File: config.mk
export PLATFORM = sky130hd
export DESIGN_NAME = ser_tx_unit
export DESIGN_NICKNAME = d
export VERILOG_FILES = /design/src/rtl/ser_tx_pkg.sv /design/src/rtl/ser_tx_flags.sv /design/src/rtl/ser_tx_frame.sv /design/src/rtl/ser_tx_unit.sv
export SDC_FILE = /design/constraint.sdc
export NUM_CORES = 1
export LEC_CHECK = 0
export ABC_AREA = 1
export BUFFER_PORTS_ARGS = -buffer_cell sky130_fd_sc_hd__buf_2
export CORE_ASPECT_RATIO = 1.25
export CORE_MARGIN = 2
export CORE_UTILIZATION = 40
export CTS_CLUSTER_SIZE = 40
export DETAILED_ROUTE_END_ITERATION = 16
export HOLD_SLACK_MARGIN = 0.05
export SLEW_MARGIN = 20
export SYNTH_ARGS = -nofsm -noshare
export SYNTH_HDL_FRONTEND = slang
export SYNTH_HIERARCHICAL = 1
export SYNTH_SLANG_ARGS = --single-unit
File: constraint.sdc
create_clock -name clk -period 1.6 [get_ports clk]
set_clock_uncertainty 0.2 [all_clocks]
set_input_delay 0.08 -clock clk [delete_from_list [all_inputs] [get_ports clk]]
set_output_delay 0.08 -clock clk [all_outputs]
set_load 0.005 [all_outputs]
File: src/rtl/ser_tx_pkg.sv
package ser_tx_pkg;

    typedef enum logic [2:0] {
        S_IDLE     = 3'd0,
        S_START    = 3'd1,
        S_DATA     = 3'd2,
        S_STOP     = 3'd3,
        S_PRE      = 3'd4,
        S_BRK      = 3'd5,
        S_BRK_STOP = 3'd6
    } tx_state_e;

    localparam int STATUS_W = 8;

endpackage

File: src/rtl/ser_tx_flags.sv
module ser_tx_flags
    import ser_tx_pkg::*;
#(
    parameter int DW = 8
) (
    input  logic                clk,
    input  logic                rst_n,
    input  logic                status_rd,
    input  logic                data_wr,
    input  logic                other_acc,
    input  logic [DW-1:0]       wr_data,
    input  logic                load_fire,
    input  logic                data_done,
    input  logic                tdre_ie,
    input  logic                tc_ie,
    output logic [DW-1:0]       hold_data,
    output logic                pending,
    output logic [STATUS_W-1:0] status_byte,
    output logic                irq_tx,
    output logic                irq_tc
);

    logic empty_q;
    logic done_q;
    logic armed_q;
    logic clr;

    // a write clears the flags only when a status read armed the sequence
    assign clr = data_wr & armed_q;

    always_ff @(posedge clk) begin
        if (!rst_n) begin
            empty_q   <= 1'b1;
            done_q    <= 1'b1;
            armed_q   <= 1'b0;
            hold_data <= '0;
        end else begin
            if (status_rd)
                armed_q <= 1'b1;
            else if (data_wr || other_acc)
                armed_q <= 1'b0;

            if (data_wr)
                hold_data <= wr_data;

            if (clr)
                empty_q <= 1'b0;
            else if (load_fire)
                empty_q <= 1'b1;

            if (data_done)
                done_q <= 1'b1;
            else if (clr)
                done_q <= 1'b0;
        end
    end

    assign pending     = ~empty_q;
    assign status_byte = {empty_q, done_q, {(STATUS_W-2){1'b0}}};
    assign irq_tx      = empty_q & tdre_ie;
    assign irq_tc      = done_q & tc_ie;

endmodule

File: src/rtl/ser_tx_frame.sv
module ser_tx_frame
    import ser_tx_pkg::*;
#(
    parameter int DW        = 8,
    parameter int PRE_TICKS = 10,
    parameter int BRK_TICKS = 10
) (
    input  logic          clk,
    input  logic          rst_n,
    input  logic          baud_tick,
    input  logic          pending,
    input  logic [DW-1:0] hold_data,
    input  logic          pre_req,
    input  logic          brk_req,
    output logic          tx_line,
    output logic          load_fire,
    output logic          data_done,
    output tx_state_e     state_o
);

    localparam int MAXA = (DW > PRE_TICKS) ? DW : PRE_TICKS;
    localparam int MAXC = (MAXA > BRK_TICKS) ? MAXA : BRK_TICKS;
    localparam int CW   = $clog2(MAXC + 1);

    tx_state_e     state_q, state_d;
    logic [CW-1:0] cnt_q;
    logic [DW-1:0] shf_q;
    logic          pre_pend_q, brk_pend_q;
    logic          pre_any, brk_any;
    logic          take_pre, take_brk;
    logic          at_boundary;

    assign pre_any = pre_pend_q | pre_req;
    assign brk_any = brk_pend_q | brk_req;

    assign at_boundary = baud_tick &&
        (state_q == S_IDLE || state_q == S_STOP || state_q == S_BRK_STOP ||
         (state_q == S_PRE && cnt_q == CW'(PRE_TICKS - 1)));

    // next-state selection
    always_comb begin
        state_d   = state_q;
        load_fire = 1'b0;
        data_done = 1'b0;
        take_pre  = 1'b0;
        take_brk  = 1'b0;
        if (baud_tick) begin
            unique case (state_q)
                S_START:    state_d = S_DATA;
                S_DATA:     if (cnt_q == CW'(DW - 1)) state_d = S_STOP;
                S_BRK:      if (cnt_q == CW'(BRK_TICKS - 1)) state_d = S_BRK_STOP;
                S_IDLE, S_STOP, S_PRE, S_BRK_STOP: ;
                default:    state_d = S_IDLE;
            endcase
        end
        if (at_boundary) begin
            data_done = (state_q == S_STOP);
            if (brk_any) begin
                state_d  = S_BRK;
                take_brk = 1'b1;
            end else if (pre_any) begin
                state_d  = S_PRE;
                take_pre = 1'b1;
            end else if (pending) begin
                state_d   = S_START;
                load_fire = 1'b1;
            end else begin
                state_d = S_IDLE;
            end
        end
    end

    // state register, bit counter, shifter, request latches
    always_ff @(posedge clk) begin
        if (!rst_n) begin
            state_q    <= S_IDLE;
            cnt_q      <= '0;
            shf_q      <= '0;
            pre_pend_q <= 1'b0;
            brk_pend_q <= 1'b0;
        end else begin
            state_q    <= state_d;
            pre_pend_q <= take_pre ? 1'b0 : pre_any;
            brk_pend_q <= take_brk ? 1'b0 : brk_any;
            if (at_boundary || (baud_tick && state_d != state_q))
                cnt_q <= '0;
            else if (baud_tick && (state_q == S_DATA || state_q == S_PRE || state_q == S_BRK))
                cnt_q <= cnt_q + 1'b1;
            if (load_fire)
                shf_q <= hold_data;
            else if (baud_tick && state_q == S_DATA)
                shf_q <= shf_q >> 1;
        end
    end

    // line output
    always_comb begin
        unique case (state_q)
            S_START:    tx_line = 1'b0;
            S_DATA:     tx_line = shf_q[0];
            S_BRK:      tx_line = 1'b0;
            S_IDLE, S_STOP, S_PRE, S_BRK_STOP: tx_line = 1'b1;
            default:    tx_line = 1'b1;
        endcase
    end

    assign state_o = state_q;

endmodule

File: src/rtl/ser_tx_unit.sv
module ser_tx_unit
    import ser_tx_pkg::*;
#(
    parameter int PRE_TICKS = 10,
    parameter int BRK_TICKS = 10
) (
    input  logic       clk,
    input  logic       rst_n,
    input  logic       status_rd,
    input  logic       data_wr,
    input  logic       other_acc,
    input  logic [7:0] wr_data,
    input  logic       tdre_ie,
    input  logic       tc_ie,
    input  logic       preamble_req,
    input  logic       break_req,
    input  logic       baud_tick,
    output logic [7:0] status_byte,
    output logic       tx_line,
    output logic       irq_tx,
    output logic       irq_tc
);

    localparam int DW = 8;

    logic [DW-1:0] hold_data;
    logic          pending;
    logic          load_fire;
    logic          data_done;
    tx_state_e     fsm_state;

    ser_tx_flags #(.DW(DW)) u_flags (
        .clk         (clk),
        .rst_n       (rst_n),
        .status_rd   (status_rd),
        .data_wr     (data_wr),
        .other_acc   (other_acc),
        .wr_data     (wr_data),
        .load_fire   (load_fire),
        .data_done   (data_done),
        .tdre_ie     (tdre_ie),
        .tc_ie       (tc_ie),
        .hold_data   (hold_data),
        .pending     (pending),
        .status_byte (status_byte),
        .irq_tx      (irq_tx),
        .irq_tc      (irq_tc)
    );

    ser_tx_frame #(.DW(DW), .PRE_TICKS(PRE_TICKS), .BRK_TICKS(BRK_TICKS)) u_frame (
        .clk       (clk),
        .rst_n     (rst_n),
        .baud_tick (baud_tick),
        .pending   (pending),
        .hold_data (hold_data),
        .pre_req   (preamble_req),
        .brk_req   (break_req),
        .tx_line   (tx_line),
        .load_fire (load_fire),
        .data_done (data_done),
        .state_o   (fsm_state)
    );

endmodule

==> summary by stage <==
Run status
The run finished, with violations left. The checks that failed: negative setup slack.

Synthesis
The commonest cells after synthesis are sky130_fd_sc_hd__nand2_1 (41), sky130_fd_sc_hd__nor2_1 (35), sky130_fd_sc_hd__dfxtp_1 (28), sky130_fd_sc_hd__inv_1 (17), sky130_fd_sc_hd__o21ai_0 (13). For this run, asynchronously set or reset flops after synthesis account for 0. Synthesis produced 200 cells. The share of the Yosys chip area taken by registers is 0.390.

The leading area contributor after synthesis is sky130_fd_sc_hd__dfxtp_1. The dominant cell by count in the synthesized netlist is sky130_fd_sc_hd__nand2_1. Counting flops and latches in the post-synthesis netlist gives 28. The number of enable flip-flop cells after synthesis is 0. The area fraction of the dominant cell type after synthesis is 0.390. The synthesized netlist occupies a cell area of 1440 µm². Among all flip-flop cells after synthesis, the most frequent one is sky130_fd_sc_hd__dfxtp_1. After synthesis, the cell types taking the most area are sky130_fd_sc_hd__dfxtp_1 (39%), sky130_fd_sc_hd__nand2_1 (11%), sky130_fd_sc_hd__nor2_1 (9.1%). In this run the mean area of a mapped cell was 7.19 µm². The number of warnings issued by yosys is 6.

The distinct cell type count of the synthesized netlist is 27.

Routing
Using the TritonRoute via totals, the vias-per-cell ratio works out to 4.57. Dividing the detail-routed wire length by the instance count gives 10.2 µm. The remaining design rule violation count is 0. The final antenna-violating net count is 0. Before antenna repair, the detailed router went through 4 iterations. The total vias in the final route is 1413. The number of DRC violations after detailed-routing iteration 0 is 55. The final layout contains routed wiring with a total length of 3160 µm.

Pwr
The part of the total power dissipated in combinational logic is 0.217. Power spread over the standard cell area amounts to 751 nW/µm². In this run the power spent charging and discharging nets is 0.000417 W. The internal power is 0.00125 W. The analysis attributes to cell leakage a power of 1.02 nW. Of the total power, registers draw 0.455. The fraction of power spent switching nets is 0.251. Of the total power, the clock network draws 0.328. The maximum ir drop on the vdd rail is 0.000685 V.

Timing
The number of hold-slack violations in the final timing report is 0. The number of failing setup endpoints in the final timing report is 12. Setup repair after global routing could not meet its margin everywhere. The post-route minimum period is 1630 ps. The number of slew-limit violations in the final report is 0.

Static timing analysis puts the maximum clock frequency at 612 MHz. The worst hold margin is 141 ps. The worst-case setup margin in the final layout is -33.6 ps.

Of the available clock period, the critical path in the final layout requires 1.02.

Setup path
The worst setup path endpoint is u_frame/shf_q[1]. In this design, the stage delay of the slowest critical-path cell is 380 ps. STA puts the critical path data required time at 1560 ps. For the worst setup path, the data arrival time is 1590 ps. The nature of the critical path startpoint is a flip-flop. The setup slack of the worst register-to-register path is -30 ps. In this design, the largest share of critical-path delay is due to simple AND/OR/NAND/NOR gates.

The critical path contains buffers and inverters numbering 0 combined. The maximum fanout encountered on the critical timing path is 8. Traced cell by cell, the critical path runs through ha_4 > nand3_4 > nand2_4 > nand2_4 > nand2_8 > nand2_8 > nor2_8 > nor2_8 > nand2_1 > a31oi_1. The beginning of the worst register-to-register path is u_frame/cnt_q[0].

The cell at the slowest stage of the critical path is sky130_fd_sc_hd__dfxtp_4. Counting buffers and inverters, the worst setup path is 10 cells deep. For the worst flop-to-flop path, the logic depth is 10. The launch point of the worst path is u_frame/cnt_q[0]. STA classifies the critical path endpoint as a flip-flop.

The end of the worst register-to-register path is u_frame/shf_q[1]. By startpoint and endpoint, the worst setup path is classified as reg -> reg.

Floorplanning
The initial utilization of the core area, before any placement, comes to 0.417. The die is 71.1 µm tall. The count of boundary I/O pins is 29. The floorplan has 24 rows. The area of the core is 3450 µm². In this run the horizontal extent of the chip is 57.6 µm. The floorplan step defined a die boundary enclosing 4100 µm².

Final layout
Once layout is complete, the utilization of the core stands at 0.642. The number of nets in the finished design is 291. The layout has 290 filler cells. The area of all placed cells without fillers is 2220 µm². The antenna diode count is 0. Of the cells placed in the final design, the portion with a size suffix greater than 1 is 0.370. The layout overhead on the synthesized area is 54.0%.

Run
The tool flagged a number of max-cap violations equal to 0.

Clocking
CTS built an H-tree with a depth of 1. The tree is rooted in a sky130_fd_sc_hd__clkbuf_8. The clock tree from TritonCTS is built. The tree built by TritonCTS fans out to 28 sinks.

TritonCTS created 3 clock buffers. Clock-pin slew was measured on the worst setup and hold paths at 90 ps. The clock network latency to the later pin of the worst-skew pair is 270 ps. The maximum buffer depth of the clock tree is 2.

Placed design
The half-perimeter wire length after detailed placement is 2070 µm. The port buffer count is 22. Summing all placed instances gives a cell area of 1740 µm². The final RePlAce weighted congestion is 0.841. The post-placement setup slack is -115 ps.

Worst hold path
The worst min-delay path class is in -> reg.

GRT
The global-route usage over all layers is 0.164. The number of antenna violations at the first check in global routing is 0. The first global-routing pass estimated 5570 µm of wire.

After global routing the overflow that remains totals 0. The maximum number of pins on one net before global-route repair is 17. The number of global-route vias before repair is 1392.
## cells in the final DEF, fill, tap and decap left out, drive strengths merged
master       Yosys  routed
conb             1       6
nand3            9       9
clkbuf           2       4
and2             1       1
bufinv           0       1
xor2             3       3
dfxtp           28      28
a31oi            7       7
dlygate4sd3      0      22
clkinv           1       1
o21ai           13      13
ha               2       2
o211ai           1       1
nor2            40      41
a21oi            6       6
nand4            4       4
nand2           52      52
nor3             1       1
inv             20      20
buf              9      48
## cell type report
cell class,instances,area [µm²],area share
inverters,21,88.8,0.0401
multi-input cells,146,875,0.395
flip-flops and latches,28,577,0.260
clock inverters,1,30.0,0.0136
well taps,39,48.8,0.0220
repair buffers,71,556,0.251
clock buffers,3,41.3,0.0186
## metal layers
layer | GRT usage | share of wire | vias up
met5 | 0 | 0 | -
met2 | 0.308 | 0.55 | 17
met1 | 0.199 | 0.42 | 630
met4 | 0.0310 | 0.0066 | 0
li1 | - | - | 764
met3 | 0.0165 | 0.020 | 2
## sequential cells by signal (all words and copies together), names as in the netlist
name                cells
u_frame/state_o         3
u_flags/done_q          1
u_frame/pre_pend_q      1
u_flags/empty_q         1
u_flags/armed_q         1
u_frame/cnt_q           4
u_frame/shf_q           8
u_frame/brk_pend_q      1
u_flags/hold_data       8
## cells by family (layout without fill, tap and decap cells)
| group | Yosys count | in the layout | share of synthesized area |
|---|---|---|---|
| simple gates | 107 | 108 | 0.354 |
| buf+inv | 32 | 96 | 0.114 |
| flops | 28 | 28 | 0.390 |
| compound gates | 27 | 27 | 0.104 |
| xor+xnor | 3 | 3 | 0.0183 |
| fa+ha+maj | 2 | 2 | 0.0174 |
| other cells | 1 | 6 | 0.00261 |
## power groups by stage
stage | sequential [W] | combinational (W) | clock, W
2_1_floorplan | 0.000765 | 0.000167 | 0
3_3_place_gp | 0.000770 | 0.000253 | 0
3_5_place_dp | 0.000770 | 0.000253 | 0
4_1_cts | 0.000755 | 0.000328 | 0.000563
5_1_grt | 0.000762 | 0.000401 | 0.000585
6_report | 0.000757 | 0.000362 | 0.000545
## tightest hold or removal path, delay by kind of cell
| family | cells | cell delay (ps) |
|---|---|---|
| buffers and inverters | 2 | 220 |
| and+or+nand+nor | 3 | 200 |
| AOI/OAI and AO/OA | 1 | 70 |
## worst min path at each step
stage	startpoint	to	slack, ps	cells after the start
after floorplan	rst_n	u_frame/pre_pend_q	0.9	2
after global placement	wr_data[7]	u_flags/hold_data[7]	100	3
after detailed placement	wr_data[6]	u_flags/hold_data[6]	110	3
after CTS	baud_tick	u_frame/cnt_q[1]	140	6
after global routing	baud_tick	u_frame/cnt_q[1]	190	6
final	baud_tick	u_frame/cnt_q[1]	140	6
## through the flow
| stage | TNS (ps) | total power (W) | std cells |
|---|---|---|---|
| floorplan | -330 | 0.000932 | 205 |
| global placement | -1260 | 0.00102 | 278 |
| detailed placement | -1210 | 0.00102 | 278 |
| CTS | -114 | 0.00165 | 309 |
| global route | -1580 | 0.00175 | 309 |
| finish | -222 | 0.00166 | 309 |
## what timing repair did
| item | 4_1_cts | 5_1_grt |
|---|---|---|
| gates cloned | 1 | 0 |
| hold buffers | 22 | 0 |
| resized for setup | 19 | 20 |
| setup buffers | 4 | 0 |
| endpoints found under the setup margin | 14 | 17 |
| endpoints found under the hold margin | 15 | 0 |
| pin swaps | 8 | 4 |
Note: power is estimated with default switching activity, not from simulation.
